[config.mk]
export PLATFORM = sky130hd
export DESIGN_NAME = iter_mul
export DESIGN_NICKNAME = d
export VERILOG_FILES = /design/src/rtl/imul_pkg.sv /design/src/rtl/imul_step.sv /design/src/rtl/imul_ctrl.sv /design/src/rtl/imul_result.sv /design/src/rtl/iter_mul.sv
export SDC_FILE = /design/constraint.sdc
export NUM_CORES = 1
export LEC_CHECK = 0
export BUFFER_PORTS_ARGS = -buffer_cell sky130_fd_sc_hd__buf_2
export CORE_ASPECT_RATIO = 1.4
export CORE_MARGIN = 2
export CORE_UTILIZATION = 35
export DETAILED_ROUTE_END_ITERATION = 12
export REMOVE_ABC_BUFFERS = 1
export SETUP_SLACK_MARGIN = 0.05
export SYNTH_ARGS = -nofsm -noshare
export SYNTH_HDL_FRONTEND = slang
export SYNTH_HIERARCHICAL = 1
export SYNTH_SLANG_ARGS = --single-unit
[constraint.sdc]
create_clock -name clk -period 5.9 [get_ports clk]
set_clock_uncertainty 0.2 [all_clocks]
set_input_delay 0.885 -clock clk [delete_from_list [all_inputs] [get_ports clk]]
set_output_delay 0.885 -clock clk [all_outputs]
set_load 0.03 [all_outputs]
[src/rtl/imul_pkg.sv]
package imul_pkg;
   typedef enum logic [1:0] {
      ST_IDLE = 2'd0,
      ST_STEP = 2'd1,
      ST_FIN  = 2'd2
   } imul_state_e;
endpackage

[src/rtl/imul_step.sv]
// One multiply step: shift the partial/low pair right and conditionally add.
module imul_step #(
   parameter int W = 32
) (
   input  logic [W-1:0] part_i,
   input  logic [W-1:0] low_i,
   input  logic [W-1:0] mcand_i,
   input  logic         add_en_i,
   input  logic         neg_i,
   input  logic         ovf_i,
   output logic [W-1:0] part_o,
   output logic [W-1:0] low_o,
   output logic         neg_o,
   output logic         ovf_o
);
   logic [W-1:0] shifted;
   logic [W-1:0] addend;
   logic [W-1:0] sum;

   always_comb begin
      shifted = {neg_i ^ ovf_i, part_i[W-1:1]};
      addend  = (add_en_i && low_i[0]) ? mcand_i : '0;
      sum     = shifted + addend;
      part_o  = sum;
      low_o   = {part_i[0], low_i[W-1:1]};
      neg_o   = sum[W-1];
      ovf_o   = (shifted[W-1] == addend[W-1]) && (sum[W-1] != shifted[W-1]);
   end
endmodule

[src/rtl/imul_ctrl.sv]
// Sequencer: counts add-steps, marks the shift-only step, then a finish cycle.
module imul_ctrl
   import imul_pkg::*;
#(
   parameter int LONG_STEPS  = 32,
   parameter int SHORT_STEPS = 12
) (
   input  logic clk,
   input  logic rst_n,
   input  logic start_i,
   input  logic short_sel_i,
   output logic accept_o,
   output logic step_o,
   output logic last_o,
   output logic fin_o,
   output logic short_o,
   output logic busy_o
);
   localparam int CW = $clog2(LONG_STEPS + 2);

   imul_state_e     state_q;
   logic [CW-1:0]   cnt_q;
   logic [CW-1:0]   limit;
   logic            short_q;

   assign limit    = short_q ? CW'(SHORT_STEPS) : CW'(LONG_STEPS);
   assign accept_o = (state_q == ST_IDLE) && start_i;
   assign step_o   = (state_q == ST_STEP);
   assign last_o   = step_o && (cnt_q == limit);
   assign fin_o    = (state_q == ST_FIN);
   assign short_o  = short_q;
   assign busy_o   = (state_q != ST_IDLE);

   always_ff @(posedge clk) begin
      if (!rst_n) begin
         state_q <= ST_IDLE;
         cnt_q   <= '0;
         short_q <= 1'b0;
      end else begin
         unique case (state_q)
            ST_IDLE: if (start_i) begin
               state_q <= ST_STEP;
               cnt_q   <= '0;
               short_q <= short_sel_i;
            end
            ST_STEP: begin
               cnt_q <= cnt_q + 1'b1;
               if (cnt_q == limit) state_q <= ST_FIN;
            end
            ST_FIN:  state_q <= ST_IDLE;
            default: state_q <= ST_IDLE;
         endcase
      end
   end

   // the step counter never runs past the long limit
   a_r3_cnt_bound: assert property (@(posedge clk) disable iff (!rst_n)
      step_o |-> (cnt_q <= CW'(LONG_STEPS)));
   // a short run never passes its own limit
   a_r2_short_bound: assert property (@(posedge clk) disable iff (!rst_n)
      (step_o && short_q) |-> (cnt_q <= CW'(SHORT_STEPS)));
   // while stepping, a start does not restart the count
   a_r8_no_restart: assert property (@(posedge clk) disable iff (!rst_n)
      (step_o && !last_o) |=> (step_o && cnt_q == $past(cnt_q) + 1'b1));
endmodule

[src/rtl/imul_result.sv]
// Forms the final words from the partial and low registers.
module imul_result #(
   parameter int W          = 32,
   parameter int SHORT_BITS = 12
) (
   input  logic [W-1:0] part_i,
   input  logic [W-1:0] low_i,
   input  logic [W-1:0] mplier_i,
   input  logic [W-1:0] mcand_i,
   input  logic         short_i,
   output logic [W-1:0] hi_o,
   output logic [W-1:0] lo_o
);
   localparam int LOW_SH = W - SHORT_BITS;

   logic [W-1:0] fix_hi;
   logic [W-1:0] short_lo;

   assign fix_hi   = part_i + (mcand_i[W-1] ? mplier_i : '0);
   assign short_lo = (part_i << SHORT_BITS) | (low_i >> LOW_SH);

   always_comb begin
      if (short_i) begin
         hi_o = '0;
         lo_o = short_lo;
      end else begin
         hi_o = fix_hi;
         lo_o = low_i;
      end
   end
endmodule

[src/rtl/iter_mul.sv]
module iter_mul
   import imul_pkg::*;
#(
   parameter int WIDTH      = 32,
   parameter int SHORT_BITS = 12,
   parameter bit SHORT_EN   = 1'b1
) (
   input  logic             clk,
   input  logic             rst_n,
   input  logic             start,
   input  logic [WIDTH-1:0] mplier_i,
   input  logic [WIDTH-1:0] mcand_i,
   output logic             busy_o,
   output logic             done_o,
   output logic [WIDTH-1:0] prod_hi_o,
   output logic [WIDTH-1:0] prod_lo_o,
   output logic             hi_zero_o
);
   localparam int HIGH_BITS = WIDTH - SHORT_BITS;

   generate
      if (WIDTH < 4)
         $error("iter_mul: WIDTH must be at least 4");
      if (SHORT_BITS < 1 || 2 * SHORT_BITS > WIDTH)
         $error("iter_mul: SHORT_BITS must satisfy 1 <= 2*SHORT_BITS <= WIDTH");
   endgenerate

   logic [WIDTH-1:0] part_q, low_q, mplier_q, mcand_q;
   logic             neg_q, ovf_q;
   logic [WIDTH-1:0] part_nx, low_nx;
   logic             neg_nx, ovf_nx;
   logic             accept, step, last, fin, short_run, short_sel;
   logic [WIDTH-1:0] hi_nx, lo_nx;

   generate
      if (SHORT_EN) begin : g_short
         logic [HIGH_BITS-1:0] upper_or;
         assign upper_or  = mplier_i[WIDTH-1:SHORT_BITS] | mcand_i[WIDTH-1:SHORT_BITS];
         assign short_sel = (upper_or == '0);
      end else begin : g_noshort
         assign short_sel = 1'b0;
      end
   endgenerate

   imul_ctrl #(
      .LONG_STEPS  (WIDTH),
      .SHORT_STEPS (SHORT_BITS)
   ) u_ctrl (
      .clk         (clk),
      .rst_n       (rst_n),
      .start_i     (start),
      .short_sel_i (short_sel),
      .accept_o    (accept),
      .step_o      (step),
      .last_o      (last),
      .fin_o       (fin),
      .short_o     (short_run),
      .busy_o      (busy_o)
   );

   imul_step #(.W(WIDTH)) u_step (
      .part_i   (part_q),
      .low_i    (low_q),
      .mcand_i  (mcand_q),
      .add_en_i (!last),
      .neg_i    (neg_q),
      .ovf_i    (ovf_q),
      .part_o   (part_nx),
      .low_o    (low_nx),
      .neg_o    (neg_nx),
      .ovf_o    (ovf_nx)
   );

   imul_result #(.W(WIDTH), .SHORT_BITS(SHORT_BITS)) u_result (
      .part_i   (part_q),
      .low_i    (low_q),
      .mplier_i (mplier_q),
      .mcand_i  (mcand_q),
      .short_i  (short_run),
      .hi_o     (hi_nx),
      .lo_o     (lo_nx)
   );

   always_ff @(posedge clk) begin
      if (!rst_n) begin
         part_q   <= '0;
         low_q    <= '0;
         mplier_q <= '0;
         mcand_q  <= '0;
         neg_q    <= 1'b0;
         ovf_q    <= 1'b0;
      end else if (accept) begin
         part_q   <= '0;
         low_q    <= mplier_i;
         mplier_q <= mplier_i;
         mcand_q  <= mcand_i;
         neg_q    <= 1'b0;
         ovf_q    <= 1'b0;
      end else if (step) begin
         part_q <= part_nx;
         low_q  <= low_nx;
         neg_q  <= neg_nx;
         ovf_q  <= ovf_nx;
      end
   end

   always_ff @(posedge clk) begin
      if (!rst_n) begin
         done_o    <= 1'b0;
         prod_hi_o <= '0;
         prod_lo_o <= '0;
         hi_zero_o <= 1'b1;
      end else begin
         done_o <= fin;
         if (fin) begin
            prod_hi_o <= hi_nx;
            prod_lo_o <= lo_nx;
            hi_zero_o <= (hi_nx == '0);
         end
      end
   end

   // completion is a single-cycle pulse
   a_r7_done_pulse: assert property (@(posedge clk) disable iff (!rst_n)
      done_o |=> !done_o);
   // product holds between completions
   a_r7_hold: assert property (@(posedge clk) disable iff (!rst_n)
      !fin |=> ($stable(prod_hi_o) && $stable(prod_lo_o)));
   // operands are frozen while a run is in progress
   a_r8_frozen: assert property (@(posedge clk) disable iff (!rst_n)
      (busy_o && !fin) |=> ($stable(mcand_q) && $stable(mplier_q)));
   // a short run finishes with an empty upper word
   a_r5_short_hi: assert property (@(posedge clk) disable iff (!rst_n)
      (fin && short_run) |=> (prod_hi_o == '0 && hi_zero_o));
   // flag agrees with the upper word at completion
   a_r6_zero_flag: assert property (@(posedge clk) disable iff (!rst_n)
      done_o |-> (hi_zero_o == (prod_hi_o == '0)));
   // no completion while idle-to-busy transition is in flight
   a_r2_done_idle: assert property (@(posedge clk) disable iff (!rst_n)
      done_o |-> !busy_o);
endmodule

; ---- After elaboration in Yosys (flattened, before gate mapping)
; Cells that the tools add are included.
[classes]
addsub = 3
n_mul = 0
n_div = 0
magnitude_cmp = 0
n_eq_ne = 7
n_shift = 0
mux = 12
bitwise = 4
n_reduce_logical = 15
[op_table]
columns = operator, count
row1 = 2-to-1 mux 32 bit, 6
row2 = adder 32 bit, 2
row3 = logical NOT 32 bit, 1
row4 = bitwise OR 32 x 12 -> 32 bit, 1
row5 = logical NOT 20 bit, 1
row6 = bitwise OR 20 bit, 1
row7 = 2-to-1 mux 6 bit, 2
row8 = one-hot mux 6 bit (2 select lines), 1
row9 = adder 6 x 1 -> 6 bit (second input constant), 1
row10 = equality test 6 bit, 1
row11 = AND reduction 2 bit, 3
row12 = nonzero test 2 bit, 3
row13 = logical AND 1 bit, 4
row14 = 2-to-1 mux 2 bit, 2
row15 = inequality test 2 bit (second input constant), 2
row16 = one-hot mux 2 bit (2 select lines), 1
row17 = equality test 2 x 1 -> 1 bit (second input constant), 1
row18 = equality test 2 bit (second input constant), 1
row19 = logical NOT 2 bit, 1
row20 = OR reduction 2 bit, 1
row21 = equality test 1 bit, 1
row22 = logical NOT 1 bit, 1
row23 = inequality test 1 bit, 1
row24 = NOT 1 bit, 1
row25 = XOR 1 bit, 1
[word_totals]
ff_bits = 205
latchBits = 0
ramBits = 0
rom_bits = 0
inputBits = 67
out_inout_bits = 67
wordCells = 54
memories = 0

; ---- Logic depth before layout (Yosys ltp)
[depth]
ltp_word = 9
depth_mapped = 19
depth_no_buf = 17

; ---- Cells and area by module
; The synthesis kept the hierarchy.
[by_module_without_submodules]
columns = module, instances, cells_per_inst, area_per_inst_um2
row1 = iter_mul, 1, 732, 7674.9
row2 = imul_result, 1, 371, 2561.2
row3 = imul_step, 1, 324, 2283.4
row4 = imul_ctrl, 1, 54, 473.0

; ---- Worst setup path after synthesis
; Ideal clock, no wire load.
[synth_path]
kind = register to register
from = reg u_ctrl.short_q (netlist: u_ctrl/short_o)
to = reg part_q[30]
arrival_time_ns = 3.220
required_ns = 5.583
slack_ns = 2.362
path_stages_with_launch = 18
path_buffers = 1
period_less_slack_ns = 3.538
cell_sequence = dfxtp_1 nor4b_1 a31oi_1 nor3_1 inv_1 clkbuf_1 and3_1 ha_1 fa_1 a21oi_1 o21a_1 o21ai_0 a41oi_1 a21oi_1 a31oi_1 xnor2_1 mux2i_1 nor2_1
[synth_via]
elab_chain_cells = 7
[synth_lines]
columns = item, line
row1 = "start, declared", imul_ctrl.sv:24  ; logic short_q;
row2 = "start signal, assigned", imul_ctrl.sv:44  ; short_q <= short_sel_i;
row3 = 2-to-1 mux 6 bit, imul_ctrl.sv:26  ; assign limit = short_q ? CW'(SHORT_STEPS) : CW'(LONG_STEPS);
row4 = equality test 6 bit, imul_ctrl.sv:29  ; assign last_o = step_o && (cnt_q == limit);
row5 = logical AND 1 bit, imul_ctrl.sv:29
row6 = named net last, iter_mul.sv:32  ; logic accept, step, last, fin, short_run, short_sel;
row7 = logical NOT 1 bit, iter_mul.sv:65  ; .add_en_i (!last),
row8 = logical AND 1 bit, imul_step.sv:22  ; addend = (add_en_i && low_i[0]) ? mcand_i : '0;
row9 = 2-to-1 mux 32 bit, imul_step.sv:22
row10 = adder 32 bit, imul_step.sv:23  ; sum = shifted + addend;
row11 = named net part_nx[30], iter_mul.sv:30  ; logic [WIDTH-1:0] part_nx, low_nx;
row12 = "end signal, assigned", iter_mul.sv:100  ; part_q <= part_nx;
row13 = "end, declared", iter_mul.sv:28  ; logic [WIDTH-1:0] part_q, low_q, mplier_q, mcand_q;
; The timed path passes the listed nets, and every way through them passes these cells.
; A chain may end at the register's enable or synchronous reset.

; ---- Final worst setup path
[layout_path]
from = reg u_ctrl.cnt_q[2]
to = reg part_q[30]
[layout_via]
elab_chain_cells = 6
[layout_lines]
columns = item, line
row1 = "start, declared", imul_ctrl.sv:22  ; logic [CW-1:0] cnt_q;
row2 = "start signal, assigned", imul_ctrl.sv:47  ; cnt_q <= cnt_q + 1'b1;
row3 = equality test 6 bit, imul_ctrl.sv:29
row4 = logical AND 1 bit, imul_ctrl.sv:29
row5 = named net last, iter_mul.sv:32
row6 = logical NOT 1 bit, iter_mul.sv:65
row7 = logical AND 1 bit, imul_step.sv:22
row8 = 2-to-1 mux 32 bit, imul_step.sv:22
row9 = adder 32 bit, imul_step.sv:23
row10 = named net part_nx[30], iter_mul.sv:30
; The timed path passes the listed nets, and every way through them passes these cells.

==> metrics.md <==
| Metric | Value |
|---|---|
| Main combinational cell family by area after synthesis | simple AND/OR/NAND/NOR gates |
| Worst R2R Setup Slack | ~1.7 ns |
| GPL Wtd Cong | ~0.90 |
| Largest net degree at the start of global routing | 88 |
| Core box area | ~37,000 µm² |
| Switch share | between 20% and 30% |
| DRT iter0 DRCs | 485 |
| P_int | roughly 2.4 mW |
| Worst hold path type | reg2reg |
| Count of hold buffers inserted by post-cts repair | 0 |
| Slew headroom | between 20% and 30% |
| Top_reg_cell synth | dfxtp_1 |
| Comb power frac | under 10% |
| GR Util All Layers | 18.9% |
| Die Width | between 150 and 200 µm |
| Post-Synth Simple-Gate Area | between 20% and 30% |
| Initial Util | 35.4% |
| Dominant cells by area after synthesis | dfxtp_1 32%, mux2i_1 13%, ha_1 6.2% |
| Post-CTS Setup Bufs | 0 |
| Drt drc | 0 |
| Crit-path max FO | 33 |
| Synth Area in Compound Gates | between 10% and 20% |
| Final Hold Viols | 0 |
| ANT cells | 0 |
| Synthesized instance count | between 1,000 and 1,500 |
| Post-DP Area | 13,600 µm² |
| ANT nets after route | 0 |
| Die Y-Extent | ~230 µm |
| Fraction of synthesized area in multiplexers | between 10% and 20% |
| Total power draw | 3.25 mW |
| Worst vdd ir | a little under 0.2 mV |
| CP required | slightly above 6 ns |
| Worst-skew pair later-pin latency | roughly 0.53 ns |
| CTS Root Cell | clkbuf_16 |
| Syn. warnings | 6 |
| Final non-filler cell area | ~14,000 µm² |
| # H-tree levels | 1 |
| CP Launch Type | register |
| Cell Rows | 83 |
| Post-CTS sizing | 0 |
| Vias in the first global route | 10,515 |
| Worst slack, placed | 1.64 ns |
| Syn-to-layout area delta | 11.0% |
| Fraction of layout cells with a size suffix above 1 | between 10% and 20% |
| Setup ws final | roughly 1.7 ns |
| Synthesized area | about 13,000 µm² |
| Grt ovf | 0 |
| Num ports | ~130 |
| Port Buffer Count | 133 |
| Max-Cap Viols | 0 |
| Leakage Power | slightly above 6 nW |
| Placed insts | 1,971 |
| Post-DR wirelength/cell | roughly 19 µm |
| Sequential share of power | between 40% and 50% |
| Final Non-Filler Cells | roughly 2,000 |
| Post-DP HPWL | 28.4 mm |
| Clk sinks | about 210 |
| Seq cells post-synth | about 200 |
| Crit. End Element | register |
| Fin crit share | a little under three quarters |
| Critical path type | reg2reg |
| Post-synthesis xor/xnor area fraction | approximately 3.4% |
| Synth cell types | 83 |
| Register area share after synthesis | 31.6% |
| Hold_ws | approximately 0.28 ns |
| CTS tree | built |
| Total Wirelength | 37.3 mm |
| WP data arrival | roughly 4.5 ns |
| Clock power share | a little under half |
| CTS clk-pin slew, worst paths | 0.06 ns |
| Status | finished, final reports clean |
| Worst-case clock buffer depth | 3 |
| Die area | just under 40,000 µm² |
| Highest clock rate | approximately 0.24 GHz |
| Most frequent cells after synthesis | 205 x dfxtp_1, 167 x mux2i_1, 110 x nor2b_1 |
| Final setup TNS | 0 ns |
| Power Dens Cells | 226 nW/µm² |
| Slew Limit Fails | 0 |
| Top cell type's share of synthesized area | a little under a third |
| Cell with the most instances after synthesis | dfxtp_1 |
| RSZ-0062 raised after global routing | no |
| Initial antenna violation count | 0 |
| Crit path time final | 4.23 ns |
| Slew @ Worst Pin | ~1.1 ns |
| Via density | approximately 5.2 |
| Number of synthesized flops with an enable pin | 0 |
| Post-synth ARST share | 0% |
| First-pass GRT wire length | a little under 60 mm |
| Layout Nets | between 1,500 and 2,000 |
| Yosys top cell by area | dfxtp_1 |
| Setup violators final | 0 |
| Clock buffer count from CTS | 22 |
| Synthesized area per cell | ~8.8 µm² |
| P_sw | a little over 0.8 mW |
| DR pass1 iterations | 5 |
| Via count | ~11,000 |
| Final Util | approximately two fifths |
| Post-Synth Adder-Cell Area | under 10% |
registers in the layout, summed over array words and instances (netlist names), 2 cells and up:
signal,cells
low_q,32
mcand_q,32
mplier_q,32
part_q,32
prod_hi_o,32
prod_lo_o,32
u_ctrl/cnt_q,6
u_ctrl/state_q,2
path summary, 6_finish.rpt:
kind                                 startpoint           to  cells after the start
worst min register to register      mplier_q[1]  mplier_q[1]                      2
worst max register to register  u_ctrl/cnt_q[2]   part_q[30]                     16
worst min-delay path                mplier_q[1]  mplier_q[1]                      2
worst max-delay path            u_ctrl/cnt_q[2]   part_q[30]                     16
per-layer routing:
layer / vias up / track usage [%] / wire, µm
met4: 0 / 8.67 / 1670
met1: 4956 / 22.4 / 16000
li1: 5299 / - / -
met3: 79 / 1.96 / 1080
met5: - / 0 / 0
met2: 208 / 34.4 / 18600
area by class of cell:
type	count	area [µm²]
Fill cell	3716	22200
Sequential cell	205	4110
Inverter	25	97.6
Timing Repair Buffer	141	728
Tap cell	467	584
Clock inverter	12	151
Multi-Input combinational cell	1133	8130
Clock buffer	28	624
critical path, stage by stage, from the launching register on:
cell and delay, ns:
dfxtp_1 0.36, nor4b_1 0.33, a31oi_1 0.12, nor3_1 0.19
inv_1 0.38, and3_1 0.36, ha_1 0.21, fa_1 0.43
a21oi_1 0.26, o21a_1 0.16, o21ai_0 0.16, a41oi_1 0.33
a21oi_1 0.14, a31oi_1 0.21, xnor2_1 0.14, mux2i_1 0.09
nor2_1 0.11
cell usage in the layout, fill, tap and decap left out, drive strengths merged, types with 38 or more instances in the layout:
master / netlist / final
nand2: 86 / 86
dfxtp: 205 / 205
and2: 65 / 65
and3: 38 / 38
nand2b: 41 / 41
nor2b: 110 / 110
mux2i: 167 / 167
o21ai: 78 / 78
buf: 71 / 141
ha: 64 / 64
nor2: 86 / 86
a21oi: 69 / 69
power by group through the flow:
stage	combinational, mW	sequential [mW]	clock (mW)
2_1_floorplan	0.197	1.48	0
3_3_place_gp	0.291	1.50	0
3_5_place_dp	0.293	1.50	0
4_1_cts	0.294	1.47	1.53
5_1_grt	0.320	1.47	1.59
6_report	0.292	1.47	1.49
logic make-up (layout without fill, tap and decap cells):
| logic type | count (synthesis) | in the layout |
|---|---|---|
| AND/OR/NAND/NOR | 534 | 534 |
| AO/OA/AOI/OAI | 281 | 281 |
| flip-flops | 205 | 205 |
| multiplexers | 202 | 202 |
| buffers and inverters | 143 | 206 |
| adder cells (fa/ha/maj) | 66 | 66 |
| XOR/XNOR | 50 | 50 |
(Power assumes the default switching activity.)
